**src/rtl/cmp_timer_pkg.sv**
```systemverilog
package cmp_timer_pkg;
  localparam int ADDR_W = 2;
  localparam logic [ADDR_W-1:0] REG_COUNT = 2'd0;
  localparam logic [ADDR_W-1:0] REG_CMP   = 2'd1;
  localparam logic [ADDR_W-1:0] REG_MODE  = 2'd2;

  typedef enum logic [1:0] {
    OUTM_HOLD   = 2'b00,
    OUTM_TOGGLE = 2'b01,
    OUTM_LOW    = 2'b10,
    OUTM_HIGH   = 2'b11
  } outm_e;
endpackage

```
**src/rtl/tmr_count_unit.sv**
```systemverilog
module tmr_count_unit #(
  parameter int W = 16
) (
  input  logic         clk,
  input  logic         rst,
  input  logic         load,
  input  logic [W-1:0] load_val,
  input  logic         ack_ovf,
  output logic [W-1:0] cnt_q,
  output logic         ovf_q
);
  localparam logic [W-1:0] CNT_MAX = {W{1'b1}};
  localparam logic [W-1:0] CNT_ONE = {{(W-1){1'b0}}, 1'b1};

  logic wrap;
  assign wrap = !load && (cnt_q == CNT_MAX);

  always_ff @(posedge clk) begin
    if (rst) begin
      cnt_q <= '0;
    end else if (load) begin
      cnt_q <= load_val;
    end else begin
      cnt_q <= cnt_q + CNT_ONE;
    end
  end

  // a new wrap outranks the acknowledge
  always_ff @(posedge clk) begin
    if (rst) begin
      ovf_q <= 1'b0;
    end else if (wrap) begin
      ovf_q <= 1'b1;
    end else if (ack_ovf) begin
      ovf_q <= 1'b0;
    end
  end


  cnt_step_chk: assert property (@(posedge clk) disable iff (rst)
    !load |=> (cnt_q == $past(cnt_q) + CNT_ONE));


  ovf_set_chk: assert property (@(posedge clk) disable iff (rst)
    (!load && cnt_q == CNT_MAX) |=> (ovf_q && cnt_q == '0));


  ovf_hold_chk: assert property (@(posedge clk) disable iff (rst)
    (ovf_q && !ack_ovf) |=> ovf_q);


  ovf_load_chk: assert property (@(posedge clk) disable iff (rst)
    (load && !ovf_q) |=> !ovf_q);
endmodule

```
**src/rtl/tmr_match_unit.sv**
```systemverilog
module tmr_match_unit
  import cmp_timer_pkg::*;
#(
  parameter int W = 16
) (
  input  logic         clk,
  input  logic         rst,
  input  logic [W-1:0] cnt,
  input  logic         cnt_load,
  input  logic         cmp_wr,
  input  logic         mode_wr,
  input  logic [W-1:0] wdata,
  input  logic         ack_cmp,
  output logic         hit,
  output outm_e        mode_q,
  output logic         flag_q
);
  logic [W-1:0] cmp_q;

  always_ff @(posedge clk) begin
    if (rst) begin
      cmp_q  <= '0;
      mode_q <= OUTM_HOLD;
    end else begin
      if (cmp_wr) begin
        cmp_q <= wdata;
      end
      if (mode_wr) begin
        mode_q <= outm_e'(wdata[1:0]);
      end
    end
  end

  // a counter load in the same cycle blocks the match
  assign hit = (cnt == cmp_q) && !cnt_load;

  always_ff @(posedge clk) begin
    if (rst) begin
      flag_q <= 1'b0;
    end else if (hit) begin
      flag_q <= 1'b1;
    end else if (ack_cmp) begin
      flag_q <= 1'b0;
    end
  end


  cmp_rise_chk: assert property (@(posedge clk) disable iff (rst)
    $rose(flag_q) |-> $past(cnt == cmp_q && !cnt_load));


  cmp_hold_chk: assert property (@(posedge clk) disable iff (rst)
    (flag_q && !ack_cmp) |=> flag_q);
endmodule

```
**src/rtl/tmr_wave_unit.sv**
```systemverilog
module tmr_wave_unit
  import cmp_timer_pkg::*;
(
  input  logic  clk,
  input  logic  rst,
  input  logic  hit,
  input  logic  force_cmp,
  input  outm_e mode,
  output logic  wave_q
);
  logic act;
  assign act = hit || force_cmp;

  always_ff @(posedge clk) begin
    if (rst) begin
      wave_q <= 1'b0;
    end else if (act) begin
      case (mode)
        OUTM_TOGGLE: wave_q <= ~wave_q;
        OUTM_LOW:    wave_q <= 1'b0;
        OUTM_HIGH:   wave_q <= 1'b1;
        default:     wave_q <= wave_q;
      endcase
    end
  end


  wave_idle_chk: assert property (@(posedge clk) disable iff (rst)
    !act |=> $stable(wave_q));


  wave_high_chk: assert property (@(posedge clk) disable iff (rst)
    (act && mode == OUTM_HIGH) |=> wave_q);


  wave_low_chk: assert property (@(posedge clk) disable iff (rst)
    (act && mode == OUTM_LOW) |=> !wave_q);
endmodule

```
**src/rtl/cmp_timer.sv**
```systemverilog
module cmp_timer
  import cmp_timer_pkg::*;
#(
  parameter int CNT_W = 16
) (
  input  logic             clk,
  input  logic             rst,
  input  logic             wr_en,
  input  logic [1:0]       wr_addr,
  input  logic [CNT_W-1:0] wr_data,
  input  logic             force_cmp,
  input  logic             ack_ovf,
  input  logic             ack_cmp,
  output logic [CNT_W-1:0] count,
  output logic             ovf_flag,
  output logic             cmp_flag,
  output logic             wave_out
);
  logic  cnt_load;
  logic  cmp_wr;
  logic  mode_wr;
  logic  hit;
  outm_e mode;

  assign cnt_load = wr_en && (wr_addr == REG_COUNT);
  assign cmp_wr   = wr_en && (wr_addr == REG_CMP);
  assign mode_wr  = wr_en && (wr_addr == REG_MODE);

  tmr_count_unit #(.W(CNT_W)) u_count (
    .clk      (clk),
    .rst      (rst),
    .load     (cnt_load),
    .load_val (wr_data),
    .ack_ovf  (ack_ovf),
    .cnt_q    (count),
    .ovf_q    (ovf_flag)
  );

  tmr_match_unit #(.W(CNT_W)) u_match (
    .clk      (clk),
    .rst      (rst),
    .cnt      (count),
    .cnt_load (cnt_load),
    .cmp_wr   (cmp_wr),
    .mode_wr  (mode_wr),
    .wdata    (wr_data),
    .ack_cmp  (ack_cmp),
    .hit      (hit),
    .mode_q   (mode),
    .flag_q   (cmp_flag)
  );

  tmr_wave_unit u_wave (
    .clk       (clk),
    .rst       (rst),
    .hit       (hit),
    .force_cmp (force_cmp),
    .mode      (mode),
    .wave_q    (wave_out)
  );


  force_no_flag_chk: assert property (@(posedge clk) disable iff (rst)
    (force_cmp && !hit && !cmp_flag) |=> !cmp_flag);
endmodule

```
**config.mk**
```make
export PLATFORM = sky130hd
export DESIGN_NAME = cmp_timer
export DESIGN_NICKNAME = d
export VERILOG_FILES = /design/src/rtl/cmp_timer_pkg.sv /design/src/rtl/tmr_count_unit.sv /design/src/rtl/tmr_match_unit.sv /design/src/rtl/tmr_wave_unit.sv /design/src/rtl/cmp_timer.sv
export SDC_FILE = /design/constraint.sdc
export NUM_CORES = 1
export LEC_CHECK = 0
export ABC_AREA = 1
export BUFFER_PORTS_ARGS = -buffer_cell sky130_fd_sc_hd__buf_2
export CAP_MARGIN = 10
export CORE_AREA = 8 8 75 77
export CTS_CLUSTER_SIZE = 10
export DETAILED_ROUTE_END_ITERATION = 16
export DIE_AREA = 0 0 83 85
export GPL_ROUTABILITY_DRIVEN = 0
export PLACE_DENSITY = 0.7
export SLEW_MARGIN = 20
export SYNTH_ARGS = -nofsm -noshare
export SYNTH_HDL_FRONTEND = slang
export SYNTH_SLANG_ARGS = --single-unit
```
**constraint.sdc**
```tcl
create_clock -name clk -period 1.4 [get_ports clk]
set_input_delay 0.07 -clock clk [delete_from_list [all_inputs] [get_ports clk]]
set_output_delay 0.07 -clock clk [all_outputs]
set_load 0.03 [all_outputs]
```
* Word level (Yosys, flattened, before mapping)
Cells that the tools add are included.
** Operators by class
- Bitwise operators :: 1
- Mux-type cells :: 6
- Reduce and logical (&&, ||, !) cells :: 12
- Add/subtract/negate cells :: 1
- Equality and inequality tests :: 7
** Operators by type and width (count)
- $add A16 B1 Y16 const B :: 1
- $eq A16 B16 Y1 :: 1
- $eq A16 B16 Y1 const B :: 1
- $mux W16 :: 1
- $eq A2 B2 Y1 const B :: 3
- $logic_and A1 B1 Y1 :: 5
- $eq A2 B1 Y1 const B :: 2
- $mux W1 :: 4
- $reduce_bool A2 Y1 :: 2
- $pmux W1 S3 :: 1
- $reduce_bool A3 Y1 :: 1
- $logic_not A2 Y1 :: 1
- $reduce_and A2 Y1 :: 1
- $logic_not A1 Y1 :: 1
- $logic_or A1 B1 Y1 :: 1
- $not A1 Y1 :: 1
** Word-level totals
- Output and inout port bits :: 19
- Register bits after elaboration :: 37
- Input bits :: 24
- Logic and storage cells :: 33

* Depth between registers and ports, before layout
Gate-level depths: netlist of the first run.
- Word-level depth :: 6
- Mapped depth :: 11
- Mapped depth without buffers :: 11

* Hierarchy
A second synthesis of the first run with hierarchy kept.
** Second synthesis, totals
- Cell total of the unflattened synthesis :: 328
- Area, all modules :: 2150.8 um^2
** Modules (own cells, without submodules)
- tmr_count_unit :: seq. area each 340.3 um^2, instances 1, cells an instance 166, area each 1046.0 um^2
- tmr_match_unit :: seq. area each 380.4 um^2, instances 1, cells an instance 143, area each 1011.0 um^2
- tmr_wave_unit :: seq. area each 20.0 um^2, instances 1, cells an instance 12, area each 67.6 um^2
- cmp_timer :: seq. area each 0.0 um^2, instances 1, cells an instance 7, area each 26.3 um^2

* Worst setup path after synthesis of the first run
OpenSTA, ideal clock, no wires.
- Kind :: flip-flop to flip-flop
- Start point :: reg u_count.cnt_q[0]
- End point :: reg u_count.cnt_q[14]
- Path buffers :: 0
- Cell stages (with the launch flop) :: 11
- Setup time :: 116 ps
- Data arrival time :: 1658 ps
- Path slack :: -374 ps
- Period minus slack after synthesis :: 1774 ps
- Data required time :: 1284 ps
- Path through :: dfxtp_1 -> ha_1 -> nand2_2 -> nor2_4 -> nand2_2 -> nor2_4 -> nand2_4 -> o21ai_1 -> nand3_1 -> o211ai_1 -> inv_1
** Between the ends
- Longest elaborated chain between the ends :: 2
** RTL lines
- from (decl) :: RTL line tmr_count_unit.sv:9 : output logic [W-1:0] cnt_q,
- from (signal assigned) :: RTL line tmr_count_unit.sv:22 : cnt_q <= load_val;
- from (signal assigned) :: RTL line tmr_count_unit.sv:24 : cnt_q <= cnt_q + CNT_ONE;
- $add A16 B1 Y16 :: RTL line tmr_count_unit.sv:24
- $mux W16 :: RTL line tmr_count_unit.sv:21 : end else if (load) begin
No other way between the ends.
A chain may end at the register's enable or synchronous reset.

* Final worst setup path of the first run
- Start point :: reg u_count.cnt_q[0]
- End point :: reg u_count.cnt_q[12]
Same word-level chain as after synthesis.

==> results.json, run 1 <==
{
  "grt-ovfl-total": 0,
  "path_buf_inv": 1,
  "max-vdd-ir-drop_uv": 595.6,
  "cts_root_buf": "clkbuf_8",
  "nFillCells": 446,
  "cts_made_buffers": 5,
  "drc": 0,
  "post_dp_cell_area_um2": 2336,
  "worst_slew_pin_slew_ns": 0.7797,
  "cts.sinks": 37,
  "first_pass_iters": 4,
  "worstSetupEndpoint": "u_count.cnt_q[12]$_SDFF_PP0_",
  "r2r_setup_slack_ns": 0.004,
  "maxSlewViolCount": 0,
  "grt_start_max_net_pins": 35,
  "avgRoutedWirePerCell_um": 11.67,
  "max_freq_mhz": 716.2,
  "vias_per_cell": 4.718,
  "cts_tree": "done",
  "syn_avg_cell_area_um2": 7.072,
  "vias": 1821,
  "timing.critical_path.from": "u_count.cnt_q[0]$_SDFF_PP0_",
  "clock_skew_ns": 0.006749,
  "antenna_found_initial": 0,
  "first_iter_violations": 75,
  "grt.total_usage_pct": 13.40,
  "crit_path_end_kind": "flip-flop",
  "cp.depth": 10,
  "final_net_count": 356,
  "cpLargestDelayFamily": "simple AND/OR/NAND/NOR gates",
  "crit_top_cell": "nand2_4",
  "routed_wl_um": 4505,
  "area_growth_pct": 28.78,
  "syn_inst": 276,
  "crit_fanout": 5,
  "met3WireLength_um": 219,
  "routed-wl-met2_um": 2069,
  "regArea_um2": 764.5,
  "place_inst": 376,
  "syn-num-nets": 301,
  "syn_area_um2": 1952,
  "antenna_cells": 0,
  "multiInputGateArea_um2": 1047,
  "timing_worst_setup_path_type": "flip-flop to flip-flop",
  "row_count": 25,
  "r2r_cells": 10,
  "hold_viol_final": 0,
  "fin_crit_sh_pct": 99.74,
  "top_layer_used": "met4",
  "synth_cell_types": 32,
  "layout_setup_ws_ns": 0.003680,
  "start_util_pct": 43.03,
  "ant_nets": 0,
  "path_clk_slew_ns": 0.08,
  "timing.rr.end": "u_count.cnt_q[12]$_SDFF_PP0_",
  "ys_ff_latch": 37,
  "status": "completed",
  "final_util_pct": 55.42,
  "die-area_um2": 7055,
  "m1WireLength_um": 2145,
  "fp.coreArea_um2": 4536,
  "cpMaxStageDelayCell": "dfxtp_4",
  "startpoint_type": "flip-flop",
  "mostFrequentLayoutCells": "nand2_1, buf_2, inv_1, o21ai_0, dfxtp_1",
  "power_density_nw_per_um2": 1033,
  "maxCapViolations": 0,
  "final_common_cell": "nand2_1",
  "pre_cts_slack_ns": -0.02837,
  "htreeDepth": 2,
  "hold_class": "input pin to flip-flop",
  "dp_hpwl_um": 3342,
  "required_ns": 1.59,
  "cp.arrival_ns": 1.58,
  "setup_violations": 0,
  "grt_pass1_vias": 1748,
  "rsz0062_at_grt": "yes",
  "cts.path.max_buffers": 2,
  "path_cells": "ha_4 > nand2_4 > nor2_4 > nand2_4 > nor2_4 > nand2_4 > o21ai_2 > nand3_2 > o211ai_2 > inv_2",
  "die_w_um": 83,
  "top_level_ports": 43,
  "final_cells": 386,
  "insertion_delay_ns": 0.29,
  "die_y_um": 85,
  "port_buffers": 42,
  "grt_pass1_wl_um": 7907,
  "layout_min_cycle_time_ns": 1.396,
  "yosys_warnings": 0,
  "r2r_start": "u_count.cnt_q[0]$_SDFF_PP0_",
  "power_leakage_uw": 0.001244,
  "drive_above_1_share_pct": 30.42,
  "final_cell_area_um2": 2514,
  "slew_headroom_pct": 47.96,
  "max_stage_delay_ns": 0.37,
  "ys_seq_area_share_pct": 37.95
}
## area by class of cell
type                       instances  area share (%)
multi-input combinational        186           41.66
sequential                        37           30.41
timing repair buffer              56           13.64
inverter                          45           6.819
clock buffer                       6           3.285
tap                               54           2.688
clock inverter                     2           1.493
## through the flow
| stage | power [µW] | hold WS (ns) | TNS, ns |
|---|---|---|---|
| after CTS | 2626 | 0.005829 | -0.02846 |
| after detailed placement | 1634 | 0.2883 | -0.04439 |
| after global placement | 1628 | 0.2843 | -0.0008643 |
| after floorplan | 1476 | 0.1391 | -0.1491 |
| final | 2597 | 0.01600 | 0 |
| after global routing | 2734 | 0.01253 | -0.6600 |
## Yosys cell counts
master,count,area share (%)
nand2_1,53,10
inv_1,41,7.9
dfxtp_1,37,38
o21ai_0,30,7.7
nor2_1,28,5.4
a21oi_1,21,5.4
nand3_1,8,2.1
xor2_1,7,3.1
xnor2_1,6,2.7
clkbuf_1,5,0.96
o211ai_1,5,1.9
inv_2,3,0.58
nand3_2,3,1.5
nand4_1,3,0.96
nor2_4,3,1.7
o21bai_1,3,1.2
buf_2,2,0.51
nand2_2,2,0.64
nor3_1,2,0.51
o21ai_2,2,0.90
buf_6,1,0.58
ha_1,1,0.64
inv_4,1,0.32
nand2_4,1,0.58
nand3b_1,1,0.38
nand4_2,1,0.64
nor2_2,1,0.32
nor2_8,1,1.0
nor3_2,1,0.51
o211ai_2,1,0.64
o21ai_1,1,0.26
or2_2,1,0.32
## how the worst min path moves through the flow
stage,cells past startpoint,startpoint,slack (ns),end
floorplan,1,rst,0.14,u_count.ovf_q$_SDFFE_PP0P_
global placement,2,rst,0.28,u_count.ovf_q$_SDFFE_PP0P_
detailed placement,2,rst,0.29,u_count.ovf_q$_SDFFE_PP0P_
CTS,4,ack_cmp,0.006,u_match.flag_q$_SDFFE_PP0P_
global route,4,ack_cmp,0.01,u_match.flag_q$_SDFFE_PP0P_
finish,4,ack_cmp,0.02,u_match.flag_q$_SDFFE_PP0P_
## power by group
group / switching, µW / internal (µW) / total (µW)
registers: 56.1 / 1110 / 1170
clock network: 392 / 579 / 971
logic: 270 / 186 / 456
## sequential cells by signal, summed over array words and instances, names as in the netlist
name,flops
u_count.cnt_q,16
u_count.ovf_q,1
u_match.cmp_q,16
u_match.flag_q,1
u_match.mode_q,2
u_wave.wave_q,1
## worst min-delay path, cell delays in order
cell and delay [ns]:
buf_2 0.07, inv_1 0.03, nand2_1 0.04, a21oi_1 0.05
## cell families after synthesis
family,synth area share (%)
DFF,37.95
buffers and inverters,10.83
adders and majority gates,0.6409
AOI/OAI and AO/OA,17.95
and+or+nand+nor,26.80
xor gates and xnor gates,5.833
## metal layers
metal | up-vias | track usage (%)
met1 | 800 | 15.58
li1 | 986 | -
met3 | 6 | 4.598
met4 | 0 | 5.272
met5 | - | 0
met2 | 29 | 21.99
## what timing repair did
item,in CTS,in global routing
pin swaps,0,3
gates resized for setup,4,6
hold buffers,1,0
setup buffers,1,0
endpoints found under the hold margin,3,0
setup endpoints to repair,4,10
No activity file was read; power rests on OpenSTA's default activity.
==> run 2: changes to the inputs <==
Settings changed: CELL_PAD_IN_SITES_DETAIL_PLACEMENT set to 2, CELL_PAD_IN_SITES_GLOBAL_PLACEMENT set to 2, CORE_AREA 8 8 75 77 to 8 8 96 98, DIE_AREA 0 0 83 85 to 0 0 104 106, PLACE_DENSITY 0.7 to not set, PLACE_DENSITY_LB_ADDON set to 0.1, SETUP_SLACK_MARGIN set to 0.1.
Clock period 1.4 ns to 1.27 ns, I/O delays scaled along.
==> run 2 against run 1 <==
Compared with the run above:
- the flow now finishes with violations (negative setup slack)
- via count is 14% higher
- total power up 6.1%
- clock-buffer cell count is 2 higher
- hold slack improved by 0.0045 ns
- global-route usage decreased by 1.6 points
- register-to-register slack worse by 0.21 ns
- final area rose by 15%
- flip-flop and latch count unchanged
- maximum frequency down 5.3%
- final cell count increased by 21%
- die area increased by 56%
- core utilization down 18 points
- largest cell class unchanged
- largest power group unchanged
- highest routed layer unchanged
==> results.json, run 2 (synthesized netlist as in run 1, its figures left out) <==
{
  "timing_worst_setup_path_type": "flip-flop to flip-flop",
  "post_dp_cell_area_um2": 2591,
  "insertion_delay_ns": 0.29,
  "path_clk_slew_ns": 0.08,
  "r2r_start": "u_count.cnt_q[0]$_SDFF_PP0_",
  "cts_tree": "done",
  "max-vdd-ir-drop_uv": 406.8,
  "crit_path_end_kind": "flip-flop",
  "layout_min_cycle_time_ns": 1.475,
  "grt_pass1_wl_um": 10620,
  "swShare_pct": 31.38,
  "place_inst": 448,
  "first_iter_violations": 43,
  "power_leakage_uw": 0.001411,
  "start_util_pct": 24.88,
  "grt-ovfl-total": 0,
  "layout_setup_ws_ns": -0.2046,
  "die_y_um": 106,
  "grt_start_max_net_pins": 35,
  "die_w_um": 104,
  "clock_skew_ns": 0.004307,
  "drive_above_1_share_pct": 40.88,
  "top_level_ports": 43,
  "status": "finished, violations left",
  "first_pass_iters": 4,
  "cts_made_buffers": 5,
  "cpMaxStageDelayCell": "dfxtp_4",
  "routed_wl_um": 6736,
  "reg.largest.list": "u_count.cnt_q (16), u_match.cmp_q (16), u_match.mode_q (2)",
  "antenna_cells": 0,
  "fp.coreArea_um2": 7845,
  "htreeDepth": 2,
  "slew_headroom_pct": 80.86,
  "crit_top_cell": "nand2_4",
  "startpoint_type": "flip-flop",
  "final_cell_area_um2": 2903,
  "avgRoutedWirePerCell_um": 14.42,
  "vias": 2074,
  "cts.sinks": 37,
  "total_power_uw": 2755,
  "max_stage_delay_ns": 0.38,
  "power_density_nw_per_um2": 949.0,
  "path_cells": "ha_4 > nand2_4 > nor2_4 > nand2_4 > nor2_4 > nand2_4 > nor2_8 > nand3_2 > nand3_2 > o211ai_2 > inv_2",
  "grt.total_usage_pct": 11.77,
  "setup_violations": 14,
  "rsz0062_at_grt": "yes",
  "cts.path.max_buffers": 2,
  "fin_crit_sh_pct": 116.1,
  "share_comb_of_total_power_pct": 23.4,
  "maxCapViolations": 0,
  "p_clk_share_pct": 29.9,
  "worst_slew_pin_slew_ns": 0.2856,
  "maxSlewViolCount": 0,
  "hold_viol_final": 0,
  "ant_nets": 0,
  "failed_checks": "negative setup slack",
  "hold_class": "input pin to flip-flop",
  "required_ns": 1.51,
  "mostFrequentLayoutCells": "nand2_1, buf_2, buf_4, inv_1, o21ai_0",
  "final_util_pct": 37.00,
  "hold_start": "wr_data[11]",
  "drc": 0,
  "p_int_uw": 1890,
  "max_freq_mhz": 678.2,
  "final_cells": 467,
  "final_net_count": 386,
  "crit_fanout": 5,
  "final_common_cell": "nand2_1",
  "pwr-share-seq_pct": 46.6,
  "nFillCells": 961,
  "area_growth_pct": 48.72,
  "vias_per_cell": 4.441,
  "row_count": 33,
  "timing.critical_path.from": "u_count.cnt_q[0]$_SDFF_PP0_",
  "switchingPower_uw": 864.4,
  "grt_pass1_vias": 2236,
  "die-area_um2": 11020,
  "antenna_found_initial": 0,
  "port_buffers": 42,
  "cts_root_buf": "clkbuf_8",
  "setup_tns_ns": -1.678,
  "dp_hpwl_um": 4835,
  "cp.arrival_ns": 1.71
}
## run 2: repair_timing
action                                  4_1_cts  5_1_grt
pin swaps                                     7       14
setup buffers                                 5        3
resized for setup                            10       19
endpoints found under the setup margin       13       17
hold buffers                                  1        0
endpoints found under the hold margin         3        0
cloned                                        0        2
## run 2: cell type report
| cell class | count | area, µm² | area share [%] |
|---|---|---|---|
| clock buffer | 8 | 80.08 | 2.759 |
| inverter | 45 | 176.4 | 6.078 |
| multi-input combinational | 186 | 1107 | 38.15 |
| sequential | 37 | 790.8 | 27.24 |
| tap | 105 | 131.4 | 4.526 |
| timing repair buffer | 86 | 616.8 | 21.25 |
## run 2: layer usage
metal  vias to the layer above  routed length [µm]  GRT usage [%]
met3                         6                 213          2.662
li1                       1046                   -              -
met2                        28                3396          21.36
met4                         0                  61          3.413
met5                         -                   0              0
met1                       994                3063          13.51
## run 2: critical path: cells and delay by family (launching register included)
family | cells | cell delay (ns)
AOI/OAI and AO/OA | 1 | 0.08
adders and majority gates | 1 | 0.15
buffers and inverters | 1 | 0.05
DFF | 1 | 0.38
and+or+nand+nor | 8 | 0.75
## run 2: power by group through the flow
stage / Clock (µW) / Combinational (µW) / Sequential (µW)
floorplan: 0 / 242 / 1380
global placement: 0 / 547 / 1310
detailed placement: 0 / 557 / 1320
CTS: 878 / 593 / 1280
global route: 929 / 716 / 1300
finish: 825 / 645 / 1280
## run 2: path summary, 6_finish.rpt
path | to | slack, ns | cells after the start
worst max-delay path | u_count.cnt_q[12]$_SDFF_PP0_ | -0.20 | 11
worst min-delay path | u_count.cnt_q[11]$_SDFF_PP0_ | 0.02 | 3
worst max register to register | u_count.cnt_q[12]$_SDFF_PP0_ | -0.20 | 11
worst min register to register | u_match.cmp_q[11]$_SDFFE_PP0P_ | 0.47 | 2
## run 2: stage by stage
stage	hold slack [ns]	setup WS [ns]
floorplan	0.1326	-0.1586
global placement	0.2976	-0.1718
detailed placement	0.2906	-0.2448
CTS	0.01477	-0.2461
global route	0.02696	-0.3135
finish	0.02048	-0.2046
